<file path="src/rtl/ps2q_pkg.sv">
package ps2q_pkg;

  localparam int unsigned NCH = 4;

  // line register after reset: data lines released, clocks pulled low
  localparam logic [7:0] LINE_RST = 8'h47;

  typedef enum logic [1:0] {ST_IDLE, ST_RX, ST_TX, ST_DONE} eng_st_e;

  function automatic int unsigned clk_pos(input int unsigned ch);
    case (ch)
      0:       return 3;
      1:       return 4;
      2:       return 5;
      default: return 7;
    endcase
  endfunction

  function automatic int unsigned dat_pos(input int unsigned ch);
    case (ch)
      0:       return 0;
      1:       return 1;
      2:       return 2;
      default: return 6;
    endcase
  endfunction

  // sparse port code reported in the status register
  function automatic logic [2:0] ch_code(input logic [1:0] ch);
    case (ch)
      2'd0:    return 3'd1;
      2'd1:    return 3'd2;
      2'd2:    return 3'd4;
      default: return 3'd5;
    endcase
  endfunction

endpackage

</file>
<file path="src/rtl/ps2q_sync.sv">
module ps2q_sync #(
  parameter int unsigned W = 4
) (
  input  logic         clk,
  input  logic         rst_n,
  input  logic [W-1:0] clk_i,
  input  logic [W-1:0] dat_i,
  output logic [W-1:0] clk_fall,
  output logic [W-1:0] dat_s
);

  for (genvar i = 0; i < W; i++) begin : g_lane
    logic c1_q, c2_q, c3_q, d1_q, d2_q;

    always_ff @(posedge clk or negedge rst_n) begin
      if (!rst_n) begin
        c1_q <= 1'b1;
        c2_q <= 1'b1;
        c3_q <= 1'b1;
        d1_q <= 1'b1;
        d2_q <= 1'b1;
      end else begin
        c1_q <= clk_i[i];
        c2_q <= c1_q;
        c3_q <= c2_q;
        d1_q <= dat_i[i];
        d2_q <= d1_q;
      end
    end

    assign clk_fall[i] = c3_q & ~c2_q;
    assign dat_s[i]    = d2_q;
  end

endmodule

</file>
<file path="src/rtl/ps2q_engine.sv">
module ps2q_engine
  import ps2q_pkg::*;
#(
  parameter  int unsigned NCH = 4,
  parameter  int unsigned DW  = 8,
  localparam int unsigned CHW = $clog2(NCH)
) (
  input  logic           clk,
  input  logic           rst_n,
  input  logic           clr,
  input  logic           xmt,
  input  logic [NCH-1:0] ch_en,
  input  logic [NCH-1:0] dat_rel,
  input  logic [NCH-1:0] fall,
  input  logic [NCH-1:0] dat_s,
  input  logic [DW-1:0]  tx_byte,
  output logic           sot,
  output logic           eot,
  output logic           perr,
  output logic           ferr,
  output logic [CHW-1:0] act_ch,
  output logic           cap,
  output logic [DW-1:0]  rx_byte,
  output logic [NCH-1:0] tx_own,
  output logic           tx_lvl
);

  localparam int unsigned CW = $clog2(DW + 3);
  localparam int unsigned IW = $clog2(DW);
  localparam logic [CW-1:0] C_PAR  = CW'(DW);
  localparam logic [CW-1:0] C_STOP = CW'(DW + 1);

  eng_st_e        st_q, st_d;
  logic [CW-1:0]  cnt_q, cnt_d;
  logic [DW-1:0]  sh_q, sh_d;
  logic           par_q, par_d;
  logic [CHW-1:0] ch_q, ch_d, sel;
  logic           sot_q, sot_d, eot_q, eot_d;
  logic           perr_q, perr_d, ferr_q, ferr_d;
  logic           lvl_q, lvl_d;
  logic [NCH-1:0] cand;
  logic           fall_a, dat_a;

  // a start needs a low data line: the pin in receive, the request in transmit
  always_comb begin
    cand = fall & ch_en & (xmt ? ~dat_rel : ~dat_s);
    sel  = '0;
    for (int i = NCH - 1; i >= 0; i--) begin
      if (cand[i]) sel = CHW'(i);
    end
  end

  assign fall_a = fall[ch_q];
  assign dat_a  = dat_s[ch_q];

  always_comb begin
    st_d   = st_q;
    cnt_d  = cnt_q;
    sh_d   = sh_q;
    par_d  = par_q;
    ch_d   = ch_q;
    sot_d  = sot_q;
    eot_d  = eot_q;
    perr_d = perr_q;
    ferr_d = ferr_q;
    lvl_d  = lvl_q;
    cap    = 1'b0;
    if (clr) begin
      st_d   = ST_IDLE;
      cnt_d  = '0;
      ch_d   = '0;
      sot_d  = 1'b0;
      eot_d  = 1'b0;
      perr_d = 1'b0;
      ferr_d = 1'b0;
      lvl_d  = 1'b1;
    end else begin
      unique case (st_q)
        ST_IDLE: if (|cand) begin
          sot_d = 1'b1;
          ch_d  = sel;
          if (xmt) begin
            st_d  = ST_TX;
            sh_d  = tx_byte;
            lvl_d = tx_byte[0];
            cnt_d = CW'(1);
          end else begin
            st_d  = ST_RX;
            cnt_d = '0;
          end
        end
        ST_RX: if (fall_a) begin
          cnt_d = cnt_q + 1'b1;
          if (cnt_q < C_PAR) begin
            sh_d = {dat_a, sh_q[DW-1:1]};
          end else if (cnt_q == C_PAR) begin
            par_d = dat_a;
          end else begin
            eot_d  = 1'b1;
            perr_d = ~(^sh_q ^ par_q);
            ferr_d = ~dat_a;
            cap    = 1'b1;
            st_d   = ST_DONE;
          end
        end
        ST_TX: if (fall_a) begin
          cnt_d = cnt_q + 1'b1;
          if (cnt_q < C_PAR) begin
            lvl_d = sh_q[cnt_q[IW-1:0]];
          end else if (cnt_q == C_PAR) begin
            lvl_d = ~^sh_q;
          end else if (cnt_q == C_STOP) begin
            lvl_d = 1'b1;
          end else begin
            eot_d  = 1'b1;
            ferr_d = dat_a;
            lvl_d  = 1'b1;
            st_d   = ST_DONE;
          end
        end
        default: ;
      endcase
    end
  end

  always_ff @(posedge clk or negedge rst_n) begin
    if (!rst_n) begin
      st_q   <= ST_IDLE;
      cnt_q  <= '0;
      sh_q   <= '0;
      par_q  <= 1'b0;
      ch_q   <= '0;
      sot_q  <= 1'b0;
      eot_q  <= 1'b0;
      perr_q <= 1'b0;
      ferr_q <= 1'b0;
      lvl_q  <= 1'b1;
    end else begin
      st_q   <= st_d;
      cnt_q  <= cnt_d;
      sh_q   <= sh_d;
      par_q  <= par_d;
      ch_q   <= ch_d;
      sot_q  <= sot_d;
      eot_q  <= eot_d;
      perr_q <= perr_d;
      ferr_q <= ferr_d;
      lvl_q  <= lvl_d;
    end
  end

  always_comb begin
    tx_own = '0;
    if (st_q == ST_TX) tx_own[ch_q] = 1'b1;
  end

  assign sot     = sot_q;
  assign eot     = eot_q;
  assign perr    = perr_q;
  assign ferr    = ferr_q;
  assign act_ch  = ch_q;
  assign rx_byte = sh_q;
  assign tx_lvl  = lvl_q;

endmodule

</file>
<file path="src/rtl/ps2_quad_host.sv">
module ps2_quad_host
  import ps2q_pkg::*;
#(
  parameter int unsigned DW = 8,
  parameter int unsigned AW = 3
) (
  input  logic           clk,
  input  logic           rst_n,
  input  logic           reg_wr,
  input  logic [AW-1:0]  reg_addr,
  input  logic [DW-1:0]  reg_wdata,
  output logic [DW-1:0]  reg_rdata,
  input  logic [NCH-1:0] ps2_clk_i,
  input  logic [NCH-1:0] ps2_dat_i,
  output logic [NCH-1:0] ps2_clk_low,
  output logic [NCH-1:0] ps2_dat_low,
  output logic           irq
);

  localparam logic [AW-1:0] A_CTRL = AW'(0);
  localparam logic [AW-1:0] A_STAT = AW'(1);
  localparam logic [AW-1:0] A_DATA = AW'(2);
  localparam logic [AW-1:0] A_LINE = AW'(3);
  localparam logic [AW-1:0] A_IEN  = AW'(4);
  localparam int unsigned   CHW    = $clog2(NCH);

  logic [1:0]     ctrl_q, ctrl_d, ie_q, ie_d;
  logic [DW-1:0]  line_q, line_d, data_q, data_d;
  logic [NCH-1:0] clk_bits, dat_bits, fall, dat_s, tx_own;
  logic           eng_clr, e_sot, e_eot, e_perr, e_ferr, cap, tx_lvl;
  logic [CHW-1:0] act_ch;
  logic [2:0]     act_code;
  logic [DW-1:0]  rx_byte;
  logic [7:0]     stat;

  for (genvar i = 0; i < NCH; i++) begin : g_map
    assign clk_bits[i] = line_q[clk_pos(i)];
    assign dat_bits[i] = line_q[dat_pos(i)];
  end

  ps2q_sync #(.W(NCH)) u_sync (
    .clk      (clk),
    .rst_n    (rst_n),
    .clk_i    (ps2_clk_i),
    .dat_i    (ps2_dat_i),
    .clk_fall (fall),
    .dat_s    (dat_s)
  );

  assign eng_clr = ~ctrl_q[0] | ~|clk_bits;

  ps2q_engine #(.NCH(NCH), .DW(DW)) u_eng (
    .clk     (clk),
    .rst_n   (rst_n),
    .clr     (eng_clr),
    .xmt     (ctrl_q[1]),
    .ch_en   (clk_bits),
    .dat_rel (dat_bits),
    .fall    (fall),
    .dat_s   (dat_s),
    .tx_byte (data_q),
    .sot     (e_sot),
    .eot     (e_eot),
    .perr    (e_perr),
    .ferr    (e_ferr),
    .act_ch  (act_ch),
    .cap     (cap),
    .rx_byte (rx_byte),
    .tx_own  (tx_own),
    .tx_lvl  (tx_lvl)
  );

  // register writes; a captured byte takes priority over software
  always_comb begin
    ctrl_d = ctrl_q;
    ie_d   = ie_q;
    line_d = line_q;
    data_d = data_q;
    if (reg_wr) begin
      case (reg_addr)
        A_CTRL:  ctrl_d = reg_wdata[1:0];
        A_DATA:  data_d = reg_wdata;
        A_LINE:  line_d = reg_wdata;
        A_IEN:   ie_d   = reg_wdata[1:0];
        default: ;
      endcase
    end
    if (cap) data_d = rx_byte;
  end

  always_ff @(posedge clk or negedge rst_n) begin
    if (!rst_n) begin
      ctrl_q <= '0;
      ie_q   <= '0;
      line_q <= DW'(LINE_RST);
      data_q <= '0;
    end else begin
      ctrl_q <= ctrl_d;
      ie_q   <= ie_d;
      line_q <= line_d;
      data_q <= data_d;
    end
  end

  assign act_code = e_sot ? ch_code(act_ch) : 3'd0;
  assign stat     = {1'b0, act_code, e_ferr, e_perr, e_eot, e_sot};

  always_comb begin
    case (reg_addr)
      A_CTRL:  reg_rdata = DW'(ctrl_q);
      A_STAT:  reg_rdata = DW'(stat);
      A_DATA:  reg_rdata = data_q;
      A_LINE:  reg_rdata = line_q;
      A_IEN:   reg_rdata = DW'(ie_q);
      default: reg_rdata = '0;
    endcase
  end

  assign ps2_clk_low = ~clk_bits;
  assign ps2_dat_low = (~dat_bits & ~tx_own) | (tx_own & {NCH{~tx_lvl}});
  assign irq         = (e_sot & ie_q[0]) | (e_eot & ie_q[1]);

endmodule

</file>
<file path="config.mk">
export PLATFORM = sky130hd
export DESIGN_NAME = ps2_quad_host
export DESIGN_NICKNAME = d
export VERILOG_FILES = /design/src/rtl/ps2q_pkg.sv /design/src/rtl/ps2q_sync.sv /design/src/rtl/ps2q_engine.sv /design/src/rtl/ps2_quad_host.sv
export SDC_FILE = /design/constraint.sdc
export NUM_CORES = 1
export LEC_CHECK = 0
export CORE_ASPECT_RATIO = 0.8
export CORE_MARGIN = 5
export CORE_UTILIZATION = 55
export CTS_BUF_LIST = sky130_fd_sc_hd__clkbuf_8
export DETAILED_ROUTE_END_ITERATION = 10
export GPL_ROUTABILITY_DRIVEN = 0
export PLACE_DENSITY = 0.83
export SYNTH_ARGS = -nofsm -noshare
export SYNTH_HDL_FRONTEND = slang
export SYNTH_SLANG_ARGS = --single-unit
</file>
<file path="constraint.sdc">
create_clock -name clk -period 4.8 [get_ports clk]
set_input_delay 0.96 -clock clk [delete_from_list [all_inputs] [get_ports clk]]
set_output_delay 0.96 -clock clk [all_outputs]
set_load 0.05 [all_outputs]
</file>
==> flow_summary.rst <==
.. list-table::
   :header-rows: 1

   * - Metric
     - Value
   * - Die H
     - 81.1 um
   * - Post-route DRC violation count
     - 0
   * - Endpoint arrival time on the critical path
     - 3410 ps
   * - Pwr per Cell Area
     - 535 nW/um^2
   * - Total standard cell area after synthesis
     - 3470 sq um
   * - Critical Path End Type
     - primary output
   * - Count of boundary I/O pins
     - 39
   * - FMAX
     - approximately 230 MHz
   * - TritonCTS clock tree
     - done
   * - Final-layout fill cell count
     - 443
   * - Avg Inst Size Synth
     - 11.2 sq um
   * - Post-route minimum period
     - around 4400 ps
   * - Relative slew slack
     - 47.2%
   * - Peak supply drop
     - 0.264 mV
   * - EDFF count, synth
     - 0
   * - Setup_tns
     - 0 ps
   * - Hold Vio Cnt, Final
     - 0
   * - Endpoint of the most critical register-to-register path
     - u_eng.rx_byte[1]
   * - Number of warnings issued by yosys
     - 0
   * - Number of register bits inferred by synthesis
     - 62
   * - Top flip-flop cell by instance count after synthesis
     - dfrtp_1
   * - Antenna Diode Count
     - 0
   * - Count of different cell masters after synthesis
     - 55
   * - Clk Tree Root Cell
     - clkbuf_8
   * - CP max stage cell
     - clkdlybuf4s50_1
   * - Buffer levels on the longest clock path
     - 2
   * - FF+latch area
     - 1580 sq um
   * - Largest net degree at the start of global routing
     - 63
   * - Run status
     - complete, no violations
   * - Worst path buffer plus inverter count
     - 2
   * - Total setup violations reported at the end of the flow
     - 0
   * - Cell seen most often among critical-path stages
     - clkdlybuf4s50_1
   * - Final wirelength
     - 8450 um
   * - Aggregate global routing overflow
     - 0
   * - Placed wire-length estimate
     - between 6000 and 7000 um
   * - Max-capacitance violation count
     - 0
   * - Min-Delay Endpoint
     - u_sync.g_lane[2].c2_q
   * - CTS resizes
     - 0
   * - Antenna Violating Nets Remaining
     - 0
   * - Required @ worst endpoint
     - 3840 ps
   * - Unrepaired setup endpoints after global routing
     - no
   * - Area growth, synth to finish
     - 19.6%
   * - Starting DRT DRC Count
     - a little under 200
   * - Mapped Cells
     - 309
   * - Total Routing Usage GR
     - between 20 and 25%
   * - Count of nets after finishing
     - 380
   * - Internal reg-to-reg setup slack
     - 2290 ps
   * - Hold buffer count at cts
     - 0
   * - Number of sinks driven by the clock tree
     - 62
   * - Starting density of the core
     - a little under three fifths
   * - Number of post-CTS setup repair buffers
     - 0
   * - Worst Reg-to-Reg Cells
     - 5
   * - Crit Reg-Reg Startpoint
     - ctrl_q[1]
   * - Number of max-slew violations in the final report
     - 0
   * - Antenna violations before repair
     - 0
   * - Post-Synthesis Net Count
     - 342
   * - Slew of the pin with the lowest slew margin
     - 784 ps
   * - Dominant delay contributor by cell family on the critical path
     - buffers and inverters
   * - Count of input and output buffers
     - 38
   * - Share of the yosys chip area belonging to registers
     - around 46%
   * - Kind of path behind the tightest hold check
     - reg -> reg
   * - Most frequent cells in the layout
     - 37 x dfrtp_1, 37 x clkdlybuf4s50_1, 32 x mux2_2
   * - Static leakage power
     - 1.69 nW
   * - Clock skew after layout
     - 8.78 ps
   * - Core region area
     - slightly above 6000 sq um
   * - Total area of multi-input combinational cells
     - about 1800 sq um
   * - Slowest cell delay on critical path
     - between 900 and 1000 ps
   * - Sort of element at the start of the critical path
     - input pin
   * - Clock H-tree levels
     - 3
   * - Die area
     - 8020 sq um
   * - Final Core Density
     - 68.8%
   * - Initial DRT Pass Iterations
     - 5
   * - CTS clk-pin slew, worst paths
     - 70 ps
   * - Max Fanout on Critical Path
     - 16
   * - Total via count in the routed design
     - 2691
   * - Stages on the worst setup path
     - 5
   * - Per-cell routed wire length
     - 19.5 um
   * - Hold_sp
     - u_sync.g_lane[2].c1_q
   * - Width of the die
     - 98.9 um
   * - Fraction of final layout cells sized beyond drive strength 1
     - 26.1%
   * - Latest clock arrival within the worst-skew pair
     - 350 ps
   * - Wire length of the first global-routing pass
     - roughly 14000 um
   * - Crit path cell chain
     - clkdlybuf4s50_1 > nor2b_1 > nand2_1 > o22ai_1 > clkdlybuf4s50_1
   * - Cell depth of the worst min-delay path
     - 0
   * - Async SR Flop Fraction
     - 100%
   * - TritonCTS buffer count
     - 9
   * - Post-route clock period utilization
     - 91.0%
   * - Via density per instance
     - 6.21
   * - Standard-cell rows
     - 25
   * - Vias in the first global route
     - 2760
   * - Worst Path Class, Setup
     - in -> out
-- metrics by stage --
| stage | hold WS (ps) | instance area (sq um) | cells | setup slack (ps) | total power [W] |
|---|---|---|---|---|---|
| 2_1_floorplan | 345 | 3470 | 309 | 1070 | 0.00142 |
| 3_3_place_gp | 345 | 3910 | 417 | 611 | 0.00163 |
| 3_5_place_dp | 347 | 3910 | 417 | 512 | 0.00165 |
| 4_1_cts | 357 | 4160 | 433 | 489 | 0.00222 |
| 5_1_grt | 360 | 4160 | 433 | 323 | 0.00234 |
| 6_report | 357 | 4160 | 433 | 434 | 0.00222 |
-- cell families after synthesis --
group | count (synthesis) | share of synthesized area, %
XOR/XNOR | 8 | 2.41
buffers and inverters | 31 | 3.89
AO/OA/AOI/OAI | 56 | 11.8
flip-flops | 62 | 45.6
multiplexers | 61 | 20.3
adder cells (fa/ha/maj) | 11 | 3.96
AND/OR/NAND/NOR | 80 | 12.1
-- synthesized netlist by cell type (3+ instances only) --
cell      count  area (sq um)
dfstp_2      25           657
mux2i_1      24           240
mux4_2        4          90.1
nand2b_1      8          50.1
nor3_1        7          35.0
a22oi_1       3          22.5
nor2_1       21          78.8
ha_1         11           138
o21ai_0       6          30.0
and3_1        3          18.8
dfrtp_1      37           926
nand3_1       6          30.0
buf_2         3          15.0
inv_1        16          60.1
a21oi_1      19          95.1
nand2_1      13          48.8
xnor2_1       7          61.3
nor2b_1       6          37.5
o31ai_1       3          22.5
clkbuf_1      7          26.3
o22ai_1       4          25.0
mux2_2       32           360
-- layout make-up --
class	instances	share of cell area, %
clock inverter	7	2.92
clock buffer	9	2.98
multi-input combinational	216	42.5
sequential	62	38.1
timing repair buffer	41	9.58
tap	81	2.44
inverter	17	1.54
-- per-layer routing --
metal | wire length (um) | global-route usage [%]
met1 | 3650 | 30.5
met2 | 3880 | 36.1
met3 | 702 | 7.47
met4 | 224 | 7.50
met5 | 0 | 0
-- power breakdown --
part | total (W) | internal (W) | switching [W]
Clock | 0.000567 | 0.000347 | 0.000220
Sequential | 0.000780 | 0.000633 | 0.000147
Combinational | 0.000875 | 0.000410 | 0.000464
-- worst max-delay path by stage --
stage                            from            to
final                     reg_addr[0]  reg_rdata[4]
after global routing      reg_addr[0]  reg_rdata[4]
after CTS                 reg_addr[0]  reg_rdata[4]
after detailed placement  reg_addr[0]  reg_rdata[4]
after global placement    reg_addr[0]  reg_rdata[4]
after floorplan           reg_addr[0]  reg_rdata[5]
Power figures use the tool's default switching activity.
